<file path="src/rtl/uart_regfile.sv">
module uart_regfile #(
  parameter int AW = 6
) (
  input  logic          clk,
  input  logic          rst_n,
  input  logic [AW-1:0] bus_addr,
  input  logic          bus_wr,
  input  logic          bus_rd,
  input  logic [7:0]    bus_wdata,
  output logic [7:0]    bus_rdata,
  input  logic          ev_rx_valid,
  input  logic [7:0]    ev_rx_byte,
  input  logic          ev_frame_err,
  input  logic          ev_parity_err,
  input  logic          ev_break,
  input  logic          ev_tx_taken,
  input  logic          ev_tx_done,
  input  logic          dsr_in,
  input  logic          cts_in,
  output logic [7:0]    cfg_ctrl,
  output logic [7:0]    cfg_rx_cmd,
  output logic [7:0]    cfg_tx_cmd,
  output logic [15:0]   cfg_divisor,
  output logic [7:0]    tx_data,
  output logic          tx_load,
  output logic          irq,
  output logic          dma_req2,
  output logic          dma_req3
);
  localparam logic [3:0] W_LCLR = 4'h0, W_LSET = 4'h1, W_HCLR = 4'h2, W_HSET = 4'h3,
                         W_DIVH = 4'h4, W_DIVL = 4'h5, W_CTRL = 4'h6, W_RXC  = 4'h7,
                         W_TXC  = 4'h8, W_DATA = 4'h9;
  localparam logic [7:0] ERR_MASK = 8'h78;

  logic [3:0] word;
  logic [7:0] lsr, lsr_nxt, hs, hs_nxt, rx_byte;
  logic       dsr_q, cts_q;
  logic       wr_data, rd_data, rx_req, tx_req, err_req;

  assign word    = bus_addr[5:2];
  assign wr_data = bus_wr && word == W_DATA;
  assign rd_data = bus_rd && word == W_DATA;

  always_comb begin
    lsr_nxt = lsr;
    if (bus_wr && word == W_LCLR) lsr_nxt = lsr_nxt & ~bus_wdata;
    if (bus_wr && word == W_LSET) lsr_nxt = lsr_nxt | bus_wdata;
    if (rd_data) lsr_nxt[7] = 1'b0;
    if (ev_rx_valid) begin
      if (lsr[7] && !rd_data) lsr_nxt[5] = 1'b1;
      lsr_nxt[7] = 1'b1;
    end
    if (ev_frame_err)  lsr_nxt[6] = 1'b1;
    if (ev_parity_err) lsr_nxt[4] = 1'b1;
    if (ev_break)      lsr_nxt[3] = 1'b1;
    if (ev_tx_done)    lsr_nxt[1] = 1'b1;
    if (ev_tx_taken) begin
      lsr_nxt[2] = 1'b1;
      lsr_nxt[1] = 1'b0;
    end
    if (wr_data) lsr_nxt[2] = 1'b0;
    lsr_nxt[0] = 1'b0;
  end

  always_comb begin
    hs_nxt = hs;
    if (bus_wr && word == W_HCLR) hs_nxt = hs_nxt & ~bus_wdata;
    if (bus_wr && word == W_HSET) hs_nxt = hs_nxt | bus_wdata;
    if (dsr_in != dsr_q) hs_nxt[7] = 1'b1;
    if (cts_in != cts_q) hs_nxt[6] = 1'b1;
    hs_nxt[5:0] = 6'd0;
  end

  always_ff @(posedge clk) begin
    if (!rst_n) begin
      lsr <= 8'h06;
      hs <= 8'h00;
      rx_byte <= 8'h00;
      dsr_q <= 1'b0;
      cts_q <= 1'b0;
      cfg_ctrl <= 8'h00;
      cfg_rx_cmd <= 8'h00;
      cfg_tx_cmd <= 8'h00;
      cfg_divisor <= 16'h0000;
      tx_data <= 8'h00;
      tx_load <= 1'b0;
    end else begin
      lsr <= lsr_nxt;
      hs <= hs_nxt;
      dsr_q <= dsr_in;
      cts_q <= cts_in;
      tx_load <= wr_data;
      if (ev_rx_valid) rx_byte <= ev_rx_byte;
      if (wr_data) tx_data <= bus_wdata;
      if (bus_wr) begin
        case (word)
          W_DIVH:  cfg_divisor[15:8] <= bus_wdata;
          W_DIVL:  cfg_divisor[7:0]  <= bus_wdata;
          W_CTRL:  cfg_ctrl   <= bus_wdata;
          W_RXC:   cfg_rx_cmd <= bus_wdata;
          W_TXC:   cfg_tx_cmd <= bus_wdata;
          default: ;
        endcase
      end
    end
  end

  always_comb begin
    case (word)
      W_LCLR, W_LSET: bus_rdata = lsr;
      W_HCLR, W_HSET: bus_rdata = hs;
      W_DIVH:  bus_rdata = cfg_divisor[15:8];
      W_DIVL:  bus_rdata = cfg_divisor[7:0];
      W_CTRL:  bus_rdata = cfg_ctrl;
      W_RXC:   bus_rdata = cfg_rx_cmd;
      W_TXC:   bus_rdata = cfg_tx_cmd;
      W_DATA:  bus_rdata = rx_byte;
      default: bus_rdata = 8'h00;
    endcase
  end

  assign rx_req  = cfg_rx_cmd[7] && lsr[7];
  assign tx_req  = cfg_tx_cmd[7] && cfg_tx_cmd[4] && lsr[2];
  assign err_req = (cfg_rx_cmd[4] || cfg_tx_cmd[3]) && |(lsr & ERR_MASK);

  assign irq      = (rx_req && cfg_rx_cmd[6:5] == 2'b01) ||
                    (tx_req && cfg_tx_cmd[6:5] == 2'b01) || err_req;
  assign dma_req2 = (rx_req && cfg_rx_cmd[6:5] == 2'b10) ||
                    (tx_req && cfg_tx_cmd[6:5] == 2'b10);
  assign dma_req3 = (rx_req && cfg_rx_cmd[6:5] == 2'b11) ||
                    (tx_req && cfg_tx_cmd[6:5] == 2'b11);
endmodule

</file>
<file path="config.mk">
export PLATFORM = sky130hd
export DESIGN_NAME = uart_regfile
export DESIGN_NICKNAME = d
export VERILOG_FILES = /design/src/rtl/uart_regfile.sv
export SDC_FILE = /design/constraint.sdc
export NUM_CORES = 1
export LEC_CHECK = 0
export BUFFER_PORTS_ARGS = -buffer_cell sky130_fd_sc_hd__buf_2
export CAP_MARGIN = 30
export CORE_UTILIZATION = 35
export CTS_CLUSTER_SIZE = 8
export DETAILED_ROUTE_END_ITERATION = 7
export PLACE_DENSITY = 0.68
export SETUP_SLACK_MARGIN = 0.15
export SYNTH_ARGS = -nofsm -noshare
export SYNTH_HDL_FRONTEND = slang
export SYNTH_SLANG_ARGS = --single-unit
export TNS_END_PERCENT = 20
</file>
<file path="constraint.sdc">
create_clock -name clk -period 3.05 [get_ports clk]
set_clock_uncertainty 0.2 [all_clocks]
set_input_delay 0.1525 -clock clk [delete_from_list [all_inputs] [get_ports clk]]
set_output_delay 0.1525 -clock clk [all_outputs]
set_load 0.05 [all_outputs]
</file>
# --- Yosys cells after proc, flatten, opt, wreduce, memory -nomap -nowiden ---
# Index checks and enable logic that the tools add are counted.
word_totals:
  ff_bits: 75
  input_bits: 34
  elab_cells: 85
op_classes:
  eq_ne: 17
  n_mux: 17
  bitwise: 5
  n_reduce_logical: 32
op_table:
  columns: ["op", "count"]
  rows:
  - ["$pmux W8 S8", 1]
  - ["$mux W8", 4]
  - ["$logic_and A1 B1 Y1", 17]
  - ["$and A8 B8 Y8", 2]
  - ["$eq A4 B3 Y1 const B", 4]
  - ["$or A8 B8 Y8", 2]
  - ["$mux W1", 11]
  - ["$reduce_and A2 Y1", 5]
  - ["$eq A2 B2 Y1 const B", 4]
  - ["$eq A4 B2 Y1 const B", 2]
  - ["$eq A4 B4 Y1 const B", 2]
  - ["$not A8 Y8", 1]
  - ["$logic_or A1 B1 Y1", 5]
  - ["$eq A2 B1 Y1 const B", 2]
  - ["$eq A4 B1 Y1 const B", 1]
  - ["$logic_not A4 Y1", 1]
  - ["$reduce_or A2 Y1", 2]
  - ["$reduce_or A4 Y1", 1]
  - ["$mux W2", 1]
  - ["$ne A1 B1 Y1", 2]
  - ["$logic_not A1 Y1", 1]

# --- Depth between registers and ports, before layout ---
# Gate-level depths: netlist of run 1.
depth:
  word_depth: 8
  mapped_depth: 6

# --- Worst setup path before layout of run 1 ---
# Ideal clock, no wire load.
synth_timing:
  kind: "register -> output"
  start: "register cfg_tx_cmd[3]"
  end: "output bus_rdata[3]"
  arrival_time_ps: 2707
  path_slack_ps: -10
  path_stages_with_launch: 4
  path_cell_list: "dfxtp_1 -> nor2b_1 -> mux2i_1 -> o311ai_0"
synth_between:
  elab_chain_cells: 1
synth_lines:
  columns: ["item", "line", "rtl"]
  rows:
  - ["start: declaration", "22", "output logic [7:0] cfg_tx_cmd,"]
  - ["start signal: assignment", "101", "W_TXC: cfg_tx_cmd <= bus_wdata;"]
  - ["$pmux W8 S8", "109", "case (word)"]
  - ["end: declaration", "10", "output logic [7:0] bus_rdata,"]
# Every way passes these cells.

# --- Final worst setup path of run 1 ---
layout_timing:
  start: "input bus_addr[3]"
  end: "output bus_rdata[6]"
layout_between:
  elab_chain_cells: 3
  elab_cells_between_ends: 13
layout_lines:
  columns: ["item", "line", "rtl"]
  rows:
  - ["start: declaration", "6", "input logic [AW-1:0] bus_addr,"]
  - ["$eq A4 B2 Y1 (tied with other cells)", "109", null]
  - ["$reduce_or A2 Y1", "109", null]
  - ["$pmux W8 S8 (*)", "109", null]
# Mark *: on every way between the ends. The rest lies on a longest branch, timed or not.

==> impl_results.html, run 1 <==
<table>
<tr><th>Metric</th><th>Value</th></tr>
<tr><th colspan="2">Synthesis</th></tr>
<tr><td>Cell taking the most area after synthesis</td><td>sky130_fd_sc_hd__dfxtp_1</td></tr>
<tr><td>Most instantiated flip-flop cell in the synthesis netlist</td><td>sky130_fd_sc_hd__dfxtp_1</td></tr>
<tr><td>Count of flip-flops with a built-in enable after synthesis</td><td>0</td></tr>
<tr><td>Area contributors post-synth</td><td>sky130_fd_sc_hd__dfxtp_1, sky130_fd_sc_hd__a21oi_1, sky130_fd_sc_hd__nand3_1</td></tr>
<tr><td>Synth Area per Inst</td><td>8.23 sq um</td></tr>
<tr><td>Post-Syn Instances</td><td>421</td></tr>
<tr><td>Nets in the synthesized netlist</td><td>between 400 and 500</td></tr>
<tr><td>Fraction of synthesis flops using an asynchronous set or reset pin</td><td>0%</td></tr>
<tr><td>Yosys warning count</td><td>0</td></tr>
<tr><td>Cell area after synthesis</td><td>0.00346 sq mm</td></tr>
<tr><td>Yosys reg bits</td><td>68</td></tr>
<tr><td>Fraction of post-synthesis cell area in the top cell type by area</td><td>39.3%</td></tr>
<tr><td>Sequential share of the synthesized area</td><td>39.3%</td></tr>
<tr><td>Library cells used by synthesis</td><td>55</td></tr>
<tr><th colspan="2">STA</th></tr>
<tr><td>RSZ-0062 raised after global routing</td><td>no</td></tr>
<tr><td>Fmax</td><td>455 MHz</td></tr>
<tr><td>Final slew viol count</td><td>0</td></tr>
<tr><td>Number of endpoints failing setup at the final stage</td><td>0</td></tr>
<tr><td>Final period demand of the worst path</td><td>2.20 ns</td></tr>
<tr><td>Final worst path period share</td><td>72.1%</td></tr>
<tr><td>Number of failing hold endpoints at the final stage</td><td>0</td></tr>
<tr><td>Sum Neg Setup Slack</td><td>0 ns</td></tr>
<tr><td>Slew at the pin closest to its max-slew limit</td><td>~0.8 ns</td></tr>
<tr><td>Max-Slew Margin vs Limit</td><td>~45%</td></tr>
<tr><th colspan="2">Hold path</th></tr>
<tr><td>Hold endpoint</td><td>cfg_tx_cmd[0]</td></tr>
<tr><td>Startpoint of the most critical hold path</td><td>bus_wr</td></tr>
<tr><td>Class of the worst hold path</td><td>primary input to flip-flop</td></tr>
<tr><td>Cell depth of the worst hold path</td><td>3</td></tr>
<tr><th colspan="2">Setup path</th></tr>
<tr><td>Kind of end point of the critical path</td><td>output port</td></tr>
<tr><td>Worst EP required</td><td>2.70 ns</td></tr>
<tr><td>Category of the worst setup path launch point</td><td>primary input</td></tr>
<tr><td>Crit Path Max Fanout</td><td>34</td></tr>
<tr><td>CP cell instances</td><td>buf_2 -&gt; nor2_1 -&gt; buf_4 -&gt; a221oi_1 -&gt; o211ai_1 -&gt; buf_2</td></tr>
<tr><td>Worst reg-to-reg setup slack</td><td>1.68 ns</td></tr>
<tr><td>Endpoint of the lowest-slack register-to-register path</td><td>lsr[1]</td></tr>
<tr><td>Worst path slowest cell</td><td>sky130_fd_sc_hd__buf_2</td></tr>
<tr><td>Worst path arrival time</td><td>roughly 1.9 ns</td></tr>
<tr><td>Critical path start-end classification</td><td>primary input to output port</td></tr>
<tr><td>Reg-to-reg startpoint</td><td>lsr[1]</td></tr>
<tr><td>Count of cells along the worst register-to-register path</td><td>3</td></tr>
<tr><td>Most frequent CP cell</td><td>sky130_fd_sc_hd__buf_2</td></tr>
<tr><td>CP max stage delay</td><td>0.50 ns</td></tr>
<tr><th colspan="2">Power and ir drop</th></tr>
<tr><td>Peak supply drop</td><td>0.194 mV</td></tr>
<tr><td>Total power divided by cell area</td><td>451 mW/mm^2</td></tr>
<tr><td>P_leak</td><td>1.80 nW</td></tr>
<tr><th colspan="2">Die</th></tr>
<tr><td>IO Count</td><td>94</td></tr>
<tr><td>Die area</td><td>between 0.01 and 0.015 sq mm</td></tr>
<tr><td>Count of standard-cell rows</td><td>35</td></tr>
<tr><td>Chip Height</td><td>101 microns</td></tr>
<tr><td>Chip width</td><td>a little over 100 microns</td></tr>
<tr><td>Floorplan Core Area</td><td>0.00942 sq mm</td></tr>
<tr><td>Starting Density</td><td>36.8%</td></tr>
<tr><th colspan="2">Drt</th></tr>
<tr><td>Number of vias in the routed layout</td><td>3569</td></tr>
<tr><td>Wire length on met2</td><td>5290 microns</td></tr>
<tr><td>Met1 Wirelength</td><td>5340 microns</td></tr>
<tr><td>Top metal layer carrying routed signals</td><td>met4</td></tr>
<tr><td>Avg Vias per Cell</td><td>5.54</td></tr>
<tr><td>Met3 wire len</td><td>649 microns</td></tr>
<tr><td>Number of DRC violations after detailed routing</td><td>0</td></tr>
<tr><td>Number of nets with antenna violations after routing</td><td>0</td></tr>
<tr><td>Post-detailed-routing wire length</td><td>11500 microns</td></tr>
<tr><td>Wire length per cell after detailed routing</td><td>~18 microns</td></tr>
<tr><td>Pre-antenna DRT Iters</td><td>5</td></tr>
<tr><td>Iteration-0 DRC count of the detailed router</td><td>359</td></tr>
<tr><th colspan="2">Final layout</th></tr>
<tr><td>Filler cells</td><td>943</td></tr>
<tr><td>Most common library cell in the layout ignoring fill and taps</td><td>sky130_fd_sc_hd__buf_2</td></tr>
<tr><td>Commonest non-fill, non-tap cells in the layout</td><td>sky130_fd_sc_hd__buf_2, sky130_fd_sc_hd__dfxtp_1, sky130_fd_sc_hd__a21oi_1</td></tr>
<tr><td>Layout cells sized above 1</td><td>25.2%</td></tr>
<tr><td>Number of nets in the layout</td><td>545</td></tr>
<tr><td>Signed area change from the synthesized netlist to the final layout</td><td>25.7%</td></tr>
<tr><td>Inserted Diodes</td><td>0</td></tr>
<tr><td>Final Instance Count excl. Fillers</td><td>644</td></tr>
<tr><th colspan="2">Clocking</th></tr>
<tr><td>Clock Path Buffers</td><td>2</td></tr>
<tr><td>Clock-pin slew of the registers on the worst-case setup and hold paths</td><td>around 0.07 ns</td></tr>
<tr><td>Clock H-tree levels</td><td>3</td></tr>
<tr><td>Number of instances resized during post-cts repair</td><td>0</td></tr>
<tr><td>Clock tree from TritonCTS</td><td>done</td></tr>
<tr><td>Worst skew pair latency</td><td>about 0.34 ns</td></tr>
<tr><td>TritonCTS Buffers</td><td>9</td></tr>
<tr><td>Number of sinks handled by clock tree synthesis</td><td>68</td></tr>
<tr><td>Root Driver</td><td>sky130_fd_sc_hd__clkbuf_8</td></tr>
<tr><td>Number of post-CTS setup repair buffers</td><td>0</td></tr>
<tr><th colspan="2">Global routing</th></tr>
<tr><td>GRT Util Overall</td><td>22.8%</td></tr>
<tr><td>Wire length of the first global-routing pass</td><td>17900 microns</td></tr>
<tr><td>Pin count of the biggest net entering global routing</td><td>40</td></tr>
<tr><td>Remaining Overflow, GRT</td><td>0</td></tr>
<tr><td>Vias in the first global route</td><td>3430</td></tr>
<tr><td>Antenna violations before repair</td><td>0</td></tr>
<tr><th colspan="2">Placement</th></tr>
<tr><td>DP Wirelength</td><td>7890 microns</td></tr>
<tr><td>Final RePlAce weighted congestion</td><td>0.862</td></tr>
<tr><td>Port-buffer cells</td><td>91</td></tr>
<tr><td>Cell count after placement</td><td>approximately 600</td></tr>
<tr><th colspan="2">Run status</th></tr>
<tr><td>Outcome</td><td>finished, final reports clean</td></tr>
<tr><th colspan="2">Job</th></tr>
<tr><td>MaxCap Viol Count</td><td>0</td></tr>
</table>
## timing repair
action / 4_1_cts / 5_1_grt
endpoints found under the hold margin: 62 / 0
endpoints found under the setup margin: 0 / 0
hold buffers: 27 / 0
## state kept, by name (all words and copies together) (netlist names)
signal	cells
cfg_ctrl	8
cfg_divisor	16
cfg_rx_cmd	8
cfg_tx_cmd	8
cts_q	1
dsr_q	1
hs	2
lsr	7
rx_byte	8
tx_data	8
tx_load	1
## critical path: cells and delay by family
kind | cells | cell delay, ns
buffers and inverters | 3 | 0.96
AO/OA/AOI/OAI | 2 | 0.50
AND/OR/NAND/NOR | 1 | 0.22
## metal layers
metal | track usage [%] | vias to the layer above
li1 | - | 1720
met1 | 31.2 | 1703
met2 | 36.0 | 130
met3 | 4.55 | 16
met4 | 7.80 | 0
met5 | 0 | -
## worst max path at each step
| stage | from | end | depth (start not counted) |
|---|---|---|---|
| 2_1_floorplan | cfg_tx_cmd[3] | bus_rdata[3] | 3 |
| 3_3_place_gp | bus_addr[3] | bus_rdata[6] | 6 |
| 3_5_place_dp | bus_addr[3] | bus_rdata[6] | 6 |
| 5_1_grt | bus_addr[3] | bus_rdata[6] | 6 |
| 4_1_cts | bus_addr[3] | bus_rdata[6] | 6 |
| 6_report | bus_addr[3] | bus_rdata[6] | 6 |
## report_power, final
group	leakage [nW]	switching, W	internal, W	total (W)
clock	0.0914	0.000339	0.000394	0.000733
sequential	0.553	0.0000182	0.000912	0.000931
combinational	1.16	0.000197	0.000103	0.000300
total	1.80	0.000554	0.00141	0.00196
## kinds of logic after synthesis
group | after synthesis | synth area share [%]
AND/OR/NAND/NOR | 121 | 20.5
buffers and inverters | 58 | 8.31
multiplexers | 20 | 6.18
flip-flops | 68 | 39.3
AO/OA/AOI/OAI | 152 | 25.2
XOR/XNOR | 2 | 0.506
## cell type report
| type | count | area, sq um | area share, % |
|---|---|---|---|
| multi-input combinational | 295 | 1820 | 41.7 |
| sequential | 68 | 1360 | 31.2 |
| timing repair buffer | 126 | 786 | 18.0 |
| tap | 129 | 161 | 3.70 |
| clock buffer | 11 | 141 | 3.25 |
| clock inverter | 4 | 50.0 | 1.15 |
| inverter | 11 | 41.3 | 0.948 |
## cells in the mapped netlist, types with 2 or more instances
cell type,number
sky130_fd_sc_hd__dfxtp_1,68
sky130_fd_sc_hd__a21oi_1,56
sky130_fd_sc_hd__nand3_1,55
sky130_fd_sc_hd__o21ai_0,46
sky130_fd_sc_hd__clkbuf_1,19
sky130_fd_sc_hd__buf_2,16
sky130_fd_sc_hd__o21ai_1,13
sky130_fd_sc_hd__mux2_2,11
sky130_fd_sc_hd__nor2_1,11
sky130_fd_sc_hd__inv_1,10
sky130_fd_sc_hd__mux2i_1,9
sky130_fd_sc_hd__nand2_1,9
sky130_fd_sc_hd__and3_1,7
sky130_fd_sc_hd__buf_4,7
sky130_fd_sc_hd__nor2b_1,7
sky130_fd_sc_hd__o31ai_1,7
sky130_fd_sc_hd__nand2b_1,5
sky130_fd_sc_hd__o211ai_1,5
sky130_fd_sc_hd__a31oi_1,4
sky130_fd_sc_hd__and3b_1,4
sky130_fd_sc_hd__a22oi_1,3
sky130_fd_sc_hd__a311o_1,3
sky130_fd_sc_hd__a32oi_1,3
sky130_fd_sc_hd__and2_1,3
sky130_fd_sc_hd__buf_6,3
sky130_fd_sc_hd__nor3b_1,3
sky130_fd_sc_hd__a221oi_1,2
sky130_fd_sc_hd__a311oi_1,2
sky130_fd_sc_hd__nor4bb_1,2
sky130_fd_sc_hd__o311a_1,2
sky130_fd_sc_hd__xor2_1,2
## metrics by stage
stage	area, sq um	hold slack, ns	utilization, %	worst slack [ns]	power, W
global placement	3890	0.169	41.4	0.885	0.00122
global route	4360	0.0639	46.3	0.706	0.00204
floorplan	3460	0.0653	-	0.585	0.00114
detailed placement	3890	0.180	41.4	0.851	0.00122
CTS	4360	0.0352	46.3	0.847	0.00197
finish	4360	0.0520	46.3	0.851	0.00196
Power figures use the tool's default switching activity.
==> inputs of run 2 (changes only) <==
==> constraint.sdc (replaced) <==
create_clock -name clk -period 2.09 [get_ports clk]
set_clock_uncertainty 0.2 [all_clocks]
set_input_delay 0.1045 -clock clk [delete_from_list [all_inputs] [get_ports clk]]
set_output_delay 0.1045 -clock clk [all_outputs]
set_load 0.05 [all_outputs]
==> run 2 against run 1 <==
  * The run now ends with hold timing left
  * Combinational power increased by 57%
  * Global-route usage increased by 1.1 points
  * Largest cell class unchanged
  * Largest power group unchanged
  * Critical endpoint is now bus_rdata[1]
  * Critical path type is now flip-flop to output port
  * Flip-flop and latch count unchanged
  * Non-clock buffer count increased by 16
  * Setup slack got worse by 0.74 ns
  * Highest routed layer unchanged
  * Via count increased by 6.5%
  * Clock-buffer cell count increased by 1
  * Sequential power increased by 46%
  * Cell area increased by 4.5%
==> impl_results.html, run 2 (same netlist as run 1, synthesis figures left out) <==
<table>
<tr><th>Metric</th><th>Value</th></tr>
<tr><th colspan="2">Power and ir drop</th></tr>
<tr><td>P_leak</td><td>1.89 nW (+5.3%)</td></tr>
<tr><td>Total power divided by cell area</td><td>657 mW/mm^2 (+46%)</td></tr>
<tr><td>Total power consumption of the routed design</td><td>0.00299 W (+52%)</td></tr>
<tr><td>Peak supply drop</td><td>0.274 mV (+41%)</td></tr>
<tr><th colspan="2">Drt</th></tr>
<tr><td>Number of vias in the routed layout</td><td>3802 (+6.5%)</td></tr>
<tr><td>Avg Vias per Cell</td><td>5.75 (+3.8%)</td></tr>
<tr><td>Number of DRC violations after detailed routing</td><td>0 (unchanged)</td></tr>
<tr><td>Number of nets with antenna violations after routing</td><td>0 (unchanged)</td></tr>
<tr><td>Post-detailed-routing wire length</td><td>12300 microns (+7.0%)</td></tr>
<tr><td>Wire length per cell after detailed routing</td><td>18.5 microns (+4.2%)</td></tr>
<tr><td>Iteration-0 DRC count of the detailed router</td><td>291 (-19%)</td></tr>
<tr><td>Pre-antenna DRT Iters</td><td>5 (unchanged)</td></tr>
<tr><th colspan="2">Global routing</th></tr>
<tr><td>Pin count of the biggest net entering global routing</td><td>33 (-18%)</td></tr>
<tr><td>Antenna violations before repair</td><td>0 (unchanged)</td></tr>
<tr><td>Remaining Overflow, GRT</td><td>0 (unchanged)</td></tr>
<tr><td>GRT Util Overall</td><td>24.0% (+1.1 points)</td></tr>
<tr><td>Wire length of the first global-routing pass</td><td>18600 microns (+3.7%)</td></tr>
<tr><td>Vias in the first global route</td><td>3458 (+0.82%)</td></tr>
<tr><th colspan="2">Setup path</th></tr>
<tr><td>CP cell instances</td><td>mux2_2 -&gt; a221oi_1 -&gt; o211ai_1 -&gt; buf_2</td></tr>
<tr><td>Worst reg-to-reg setup slack</td><td>0.30 ns (-1.38 ns)</td></tr>
<tr><td>Kind of end point of the critical path</td><td>output port</td></tr>
<tr><td>Category of the worst setup path launch point</td><td>flip-flop</td></tr>
<tr><td>Worst EP required</td><td>1.79 ns (-0.91 ns)</td></tr>
<tr><td>Worst path slowest cell</td><td>sky130_fd_sc_hd__dfxtp_1</td></tr>
<tr><td>Critical path start-end classification</td><td>flip-flop to output port</td></tr>
<tr><td>Crit Path Max Fanout</td><td>3 (-91%)</td></tr>
<tr><td>Worst path arrival time</td><td>1.68 ns (-0.17 ns)</td></tr>
<tr><td>CP max stage delay</td><td>0.33 ns (-0.17 ns)</td></tr>
<tr><th colspan="2">Clocking</th></tr>
<tr><td>Clock tree from TritonCTS</td><td>done</td></tr>
<tr><td>Clock Path Buffers</td><td>2 (unchanged)</td></tr>
<tr><td>Root Driver</td><td>sky130_fd_sc_hd__clkbuf_8</td></tr>
<tr><td>TritonCTS Buffers</td><td>9 (unchanged)</td></tr>
<tr><td>Number of sinks handled by clock tree synthesis</td><td>68 (unchanged)</td></tr>
<tr><td>Clock-pin slew of the registers on the worst-case setup and hold paths</td><td>0.08 ns (about the same)</td></tr>
<tr><td>Clock H-tree levels</td><td>3 (unchanged)</td></tr>
<tr><td>Worst skew pair latency</td><td>0.36 ns (+0.02 ns)</td></tr>
<tr><th colspan="2">STA</th></tr>
<tr><td>Slew at the pin closest to its max-slew limit</td><td>0.512 ns (-0.309 ns)</td></tr>
<tr><td>Worst hold-check slack</td><td>-0.00335 ns (-0.0554 ns)</td></tr>
<tr><td>RSZ-0062 raised after global routing</td><td>yes</td></tr>
<tr><td>Max-Slew Margin vs Limit</td><td>65.8% (+21 points)</td></tr>
<tr><td>Sum Neg Setup Slack</td><td>0 ns (unchanged)</td></tr>
<tr><td>Number of endpoints failing setup at the final stage</td><td>0 (unchanged)</td></tr>
<tr><td>Fmax</td><td>504 MHz</td></tr>
<tr><td>Final worst-path setup slack</td><td>0.108 ns (-0.743 ns)</td></tr>
<tr><td>Final worst path period share</td><td>94.8%</td></tr>
<tr><td>Final slew viol count</td><td>0 (unchanged)</td></tr>
<tr><td>Final period demand of the worst path</td><td>slightly below 2 ns</td></tr>
<tr><td>Number of failing hold endpoints at the final stage</td><td>1 (+1)</td></tr>
<tr><th colspan="2">Final layout</th></tr>
<tr><td>Number of flip-flops in the largest register</td><td>16 (unchanged)</td></tr>
<tr><td>Commonest non-fill, non-tap cells in the layout</td><td>sky130_fd_sc_hd__buf_2, sky130_fd_sc_hd__dfxtp_1, sky130_fd_sc_hd__a21oi_1</td></tr>
<tr><td>Most common library cell in the layout ignoring fill and taps</td><td>sky130_fd_sc_hd__buf_2</td></tr>
<tr><td>Layout cells sized above 1</td><td>27.8% (+2.6 points)</td></tr>
<tr><td>Final Instance Count excl. Fillers</td><td>661 (+2.6%)</td></tr>
<tr><td>Final std cell area, no fill</td><td>0.00455 sq mm (+4.5%)</td></tr>
<tr><td>Inserted Diodes</td><td>0 (unchanged)</td></tr>
<tr><td>Signed area change from the synthesized netlist to the final layout</td><td>31.3%</td></tr>
<tr><td>Register bank with the most flops</td><td>cfg_divisor</td></tr>
<tr><td>Number of nets in the layout</td><td>561 (+2.9%)</td></tr>
<tr><th colspan="2">Placement</th></tr>
<tr><td>Cell count after placement</td><td>610 (+1.3%)</td></tr>
<tr><td>Final RePlAce weighted congestion</td><td>0.893 (+3.5%)</td></tr>
<tr><td>Port-buffer cells</td><td>91 (unchanged)</td></tr>
<tr><td>Worst slack, placed</td><td>0.218 ns (-0.632 ns)</td></tr>
<tr><td>Dpl cell area</td><td>0.00397 sq mm (+1.9%)</td></tr>
<tr><td>DP Wirelength</td><td>8360 microns (+5.9%)</td></tr>
<tr><th colspan="2">Die</th></tr>
<tr><td>Count of standard-cell rows</td><td>35 (unchanged)</td></tr>
<tr><td>Starting Density</td><td>36.8% (unchanged)</td></tr>
<tr><td>Floorplan Core Area</td><td>0.00942 sq mm (unchanged)</td></tr>
<tr><td>IO Count</td><td>94 (unchanged)</td></tr>
<tr><td>Chip width</td><td>101 microns (unchanged)</td></tr>
<tr><td>Die area</td><td>0.0103 sq mm (unchanged)</td></tr>
<tr><td>Chip Height</td><td>101 microns (unchanged)</td></tr>
<tr><th colspan="2">Run status</th></tr>
<tr><td>Failing checks</td><td>hold timing</td></tr>
<tr><td>Outcome</td><td>finished, violations left</td></tr>
<tr><th colspan="2">Job</th></tr>
<tr><td>MaxCap Viol Count</td><td>0 (unchanged)</td></tr>
<tr><th colspan="2">Hold path</th></tr>
<tr><td>Class of the worst hold path</td><td>primary input to flip-flop</td></tr>
</table>
## run 2: worst paths after layout
check | to | depth (start not counted) | startpoint
worst min-delay path | rx_byte[4] | 3 | ev_rx_valid
worst max-delay path | bus_rdata[1] | 4 | cfg_rx_cmd[1]
worst min register to register | tx_data[1] | 2 | tx_data[1]
worst max register to register | hs[7] | 4 | dsr_q
## run 2: worst max-delay path, delay by kind of cell, from the launching register on
kind,cells,cell delay [ns]
flip-flops,1,0.33
multiplexers,1,0.27
AO/OA/AOI/OAI,2,0.48
buffers and inverters,1,0.25
## run 2: through the flow
step,hold slack (ns),util (%)
global placement,0.134,42.1
floorplan,0.0173,-
global route,0.0274,48.3
finish,-0.00335,48.3
CTS,0.00294,48.1
detailed placement,0.135,42.1
## run 2: power by group
group          switching, W  total, W  leakage, nW  internal [W]
registers         0.0000293   0.00136        0.554       0.00133
clock network      0.000544   0.00116        0.102      0.000613
logic              0.000297  0.000472         1.24      0.000176
## run 2: final cells by class
type                       instances  area, sq um
clock buffer                      12          155
clock inverter                     4         47.5
fill                             925         4860
inverter                          11         41.3
multi-input combinational        295         1840
sequential                        68         1370
tap                              129          161
timing repair buffer             142          936
## run 2: metal layers
metal	up-vias	track usage, %	routed length, microns
li1	1755	-	-
met1	1807	32.1	5370
met2	205	36.5	5480
met3	35	6.69	1070
met4	0	9.25	337
met5	-	0	0
## run 2: what timing repair did
action                                  in CTS  in global routing
pin swaps                                    1                  2
endpoints found under the setup margin       3                  7
endpoints found under the hold margin       67                  0
hold buffers                                34                  0
buffers inserted                             0                  1
gates resized for setup                      5                  9
==> inputs of run 3 (changes only) <==
--- a/config.mk
+++ b/config.mk
@@ -10,7 +10,7 @@
 export CORE_UTILIZATION = 35
 export CTS_CLUSTER_SIZE = 8
 export DETAILED_ROUTE_END_ITERATION = 7
-export PLACE_DENSITY = 0.68
+export PLACE_DENSITY = 0.64
 export SETUP_SLACK_MARGIN = 0.15
 export SYNTH_ARGS = -nofsm -noshare
 export SYNTH_HDL_FRONTEND = slang
==> run 3 against run 2 <==
  * The flow now finishes without violations
  * Die area did not move
  * Clock-buffer cell count did not move
  * Sequential share of layout area grew 0.083 points
  * Non-clock buffer count decreased by 6
  * First-iteration DRC count is 17% higher
  * Critical path depth is the same
  * Power increased by 2.1%
  * Via count decreased by 2.3%
  * Worst hold slack gained 0.019 ns
  * Sequential power hardly changed
  * Routed wire length grew 0.25%
  * Largest cell class unchanged
==> impl_results.html, run 3 (same netlist as run 1, synthesis figures left out) <==
<table>
<tr><th>Metric</th><th>Value</th></tr>
<tr><th colspan="2">Run status</th></tr>
<tr><td>Outcome</td><td>finished, final reports clean</td></tr>
<tr><th colspan="2">Drt</th></tr>
<tr><td>Number of vias in the routed layout</td><td>3713 (-2.3%)</td></tr>
<tr><td>Wire length per cell after detailed routing</td><td>18.8 microns (+1.2%)</td></tr>
<tr><td>Post-detailed-routing wire length</td><td>12300 microns (+0.25%)</td></tr>
<tr><td>Avg Vias per Cell</td><td>5.67 (-1.4%)</td></tr>
<tr><td>Number of nets with antenna violations after routing</td><td>0 (unchanged)</td></tr>
<tr><td>Pre-antenna DRT Iters</td><td>5 (unchanged)</td></tr>
<tr><td>Number of DRC violations after detailed routing</td><td>0 (unchanged)</td></tr>
<tr><td>Iteration-0 DRC count of the detailed router</td><td>341 (+17%)</td></tr>
<tr><th colspan="2">Die</th></tr>
<tr><td>Floorplan Core Area</td><td>0.00942 sq mm (unchanged)</td></tr>
<tr><td>Starting Density</td><td>36.8% (unchanged)</td></tr>
<tr><td>Chip width</td><td>101 microns (unchanged)</td></tr>
<tr><td>Chip Height</td><td>101 microns (unchanged)</td></tr>
<tr><td>Count of standard-cell rows</td><td>35 (unchanged)</td></tr>
<tr><td>IO Count</td><td>94 (unchanged)</td></tr>
<tr><td>Die area</td><td>0.0103 sq mm (unchanged)</td></tr>
<tr><th colspan="2">Placement</th></tr>
<tr><td>Dpl cell area</td><td>0.00398 sq mm (+0.32%)</td></tr>
<tr><td>Port-buffer cells</td><td>91 (unchanged)</td></tr>
<tr><td>DP Wirelength</td><td>8310 microns (-0.65%)</td></tr>
<tr><td>Cell count after placement</td><td>610 (unchanged)</td></tr>
<tr><td>Final RePlAce weighted congestion</td><td>0.913 (+2.3%)</td></tr>
<tr><th colspan="2">Final layout</th></tr>
<tr><td>Register area</td><td>0.00136 sq mm (-0.27%)</td></tr>
<tr><td>Commonest non-fill, non-tap cells in the layout</td><td>sky130_fd_sc_hd__buf_2, sky130_fd_sc_hd__dfxtp_1, sky130_fd_sc_hd__a21oi_1</td></tr>
<tr><td>Signed area change from the synthesized netlist to the final layout</td><td>30.6%</td></tr>
<tr><td>Final Instance Count excl. Fillers</td><td>655 (-0.91%)</td></tr>
<tr><td>Inserted Diodes</td><td>0 (unchanged)</td></tr>
<tr><td>Filler cells</td><td>923 (-0.22%)</td></tr>
<tr><td>Most common library cell in the layout ignoring fill and taps</td><td>sky130_fd_sc_hd__buf_2</td></tr>
<tr><td>Register bank with the most flops</td><td>cfg_divisor</td></tr>
<tr><td>Final std cell area, no fill</td><td>0.00453 sq mm (-0.55%)</td></tr>
<tr><td>Layout cells sized above 1</td><td>27.8% (-0.063 points)</td></tr>
<tr><td>Number of nets in the layout</td><td>555 (-1.1%)</td></tr>
<tr><td>Multi-input combinational cell area</td><td>0.00185 sq mm (+0.34%)</td></tr>
<tr><td>Number of flip-flops in the largest register</td><td>16 (unchanged)</td></tr>
<tr><th colspan="2">STA</th></tr>
<tr><td>Final slew viol count</td><td>0 (unchanged)</td></tr>
<tr><td>RSZ-0062 raised after global routing</td><td>yes</td></tr>
<tr><td>Number of endpoints failing setup at the final stage</td><td>0 (unchanged)</td></tr>
<tr><td>Max-Slew Margin vs Limit</td><td>62.0% (-3.7 points)</td></tr>
<tr><td>Fmax</td><td>506 MHz (+0.34%)</td></tr>
<tr><td>Slew at the pin closest to its max-slew limit</td><td>0.569 ns (+0.0573 ns)</td></tr>
<tr><td>Final worst path period share</td><td>94.5% (-0.33 points)</td></tr>
<tr><td>Final period demand of the worst path</td><td>1.98 ns (-0.00681 ns)</td></tr>
<tr><td>Number of failing hold endpoints at the final stage</td><td>0 (-1)</td></tr>
<tr><th colspan="2">Clocking</th></tr>
<tr><td>Root Driver</td><td>sky130_fd_sc_hd__clkbuf_8</td></tr>
<tr><td>Clock Path Buffers</td><td>2 (unchanged)</td></tr>
<tr><td>Number of sinks handled by clock tree synthesis</td><td>68 (unchanged)</td></tr>
<tr><td>TritonCTS Buffers</td><td>9 (unchanged)</td></tr>
<tr><td>Clock tree from TritonCTS</td><td>done</td></tr>
<tr><td>Number of post-CTS setup repair buffers</td><td>0 (unchanged)</td></tr>
<tr><td>Clock-pin slew of the registers on the worst-case setup and hold paths</td><td>0.07 ns (about the same)</td></tr>
<tr><td>Worst skew pair latency</td><td>0.36 ns (about the same)</td></tr>
<tr><td>Clock H-tree levels</td><td>3 (unchanged)</td></tr>
<tr><th colspan="2">Global routing</th></tr>
<tr><td>GRT Util Overall</td><td>24.4% (+0.38 points)</td></tr>
<tr><td>Antenna violations before repair</td><td>0 (unchanged)</td></tr>
<tr><td>Vias in the first global route</td><td>3487 (+0.84%)</td></tr>
<tr><td>Remaining Overflow, GRT</td><td>0 (unchanged)</td></tr>
<tr><td>Pin count of the biggest net entering global routing</td><td>34 (+3.0%)</td></tr>
<tr><td>Wire length of the first global-routing pass</td><td>18700 microns (+1.0%)</td></tr>
<tr><th colspan="2">Power and ir drop</th></tr>
<tr><td>Peak supply drop</td><td>0.237 mV (-14%)</td></tr>
<tr><td>Clock network fraction of design power</td><td>40.1% (+1.4 points)</td></tr>
<tr><td>Part of the power in combinational logic</td><td>15.4% (-0.4 points)</td></tr>
<tr><td>Sequential share of power</td><td>44.5% (-1.0 points)</td></tr>
<tr><td>Total power divided by cell area</td><td>674 mW/mm^2 (+2.7%)</td></tr>
<tr><td>Sw frac</td><td>27.8% (-1.3 points)</td></tr>
<tr><td>Switching component of the power</td><td>0.000848 W (-2.5%)</td></tr>
<tr><td>Internal power summed over all cells</td><td>0.00220 W (+4.0%)</td></tr>
<tr><td>P_leak</td><td>1.88 nW (-0.79%)</td></tr>
<tr><th colspan="2">Setup path</th></tr>
<tr><td>Critical path start-end classification</td><td>flip-flop to output port</td></tr>
<tr><td>Worst path arrival time</td><td>1.67 ns (about the same)</td></tr>
<tr><td>Kind of end point of the critical path</td><td>output port</td></tr>
<tr><td>Worst reg-to-reg setup slack</td><td>0.75 ns (+0.45 ns)</td></tr>
<tr><td>Worst EP required</td><td>1.79 ns (about the same)</td></tr>
<tr><td>Category of the worst setup path launch point</td><td>flip-flop</td></tr>
<tr><td>Crit Path Max Fanout</td><td>3 (unchanged)</td></tr>
<tr><th colspan="2">Hold path</th></tr>
<tr><td>Class of the worst hold path</td><td>primary input to flip-flop</td></tr>
<tr><th colspan="2">Job</th></tr>
<tr><td>MaxCap Viol Count</td><td>0 (unchanged)</td></tr>
</table>
[run 3: cell count changes in the layout (fill, tap and decap cells not counted), sizes merged]
cell	delta
dlygate4sd3	-5
clkinv	-1
buf	-1
bufinv	+1
[run 3: layout make-up]
type	instances	share of cell area [%]
Inverter	11	0.912
Tap cell	129	3.57
Timing Repair Buffer	136	19.7
Clock inverter	4	1.60
Clock buffer	12	3.21
Sequential cell	68	30.1
Multi-Input combinational cell	295	40.8
[run 3: per-layer routing]
layer,up-vias,share of wire (%),wire length (microns),track usage [%]
li1,1755,-,-,-
met1,1753,44,5410,32.2
met2,177,46,5700,38.9
met3,28,7.0,856,4.55
met4,0,2.6,314,10.4
met5,-,0,0,0
[run 3: worst paths after layout]
kind               startpoint         end  cells past startpoint
setup / recovery       lsr[3]         irq                      4
hold reg to reg    tx_data[2]  tx_data[2]                      2
hold / removal    ev_rx_valid  rx_byte[0]                      3
setup reg to reg       lsr[1]      lsr[1]                      3
[run 3: worst max-delay path, cell delays in order, from the launching register on]
cell	delay, ns
sky130_fd_sc_hd__dfxtp_2	0.34
sky130_fd_sc_hd__or4_4	0.55
sky130_fd_sc_hd__o21ai_2	0.08
sky130_fd_sc_hd__o211ai_1	0.13
sky130_fd_sc_hd__buf_4	0.22
[run 3: repair_timing]
item | in CTS | in global routing
setup endpoints to repair | 4 | 8
resized for setup | 7 | 7
pin swaps | 1 | 1
hold buffers | 29 | 0
hold endpoints to repair | 67 | 0
[run 3: through the flow]
stage | util, % | TNS, ns | hold WS, ns | setup slack [ns] | power, W
3_5_place_dp | 42.3 | 0 | 0.138 | 0.121 | 0.00180
4_1_cts | 47.9 | 0 | 0.0117 | 0.113 | 0.00306
2_1_floorplan | - | -0.00354 | 0.0173 | -0.00354 | 0.00167
6_report | 48.1 | 0 | 0.0156 | 0.115 | 0.00305
3_3_place_gp | 42.3 | 0 | 0.137 | 0.171 | 0.00179
5_1_grt | 48.1 | 0 | 0.0321 | 0.100 | 0.00315
[run 3: power by group through the flow]
stage               sequential [W]  combinational [W]  clock, W
global route               0.00136           0.000500   0.00129
global placement           0.00139           0.000405         0
CTS                        0.00136           0.000461   0.00124
finish                     0.00136           0.000470   0.00122
detailed placement         0.00139           0.000411         0
floorplan                  0.00142           0.000252         0
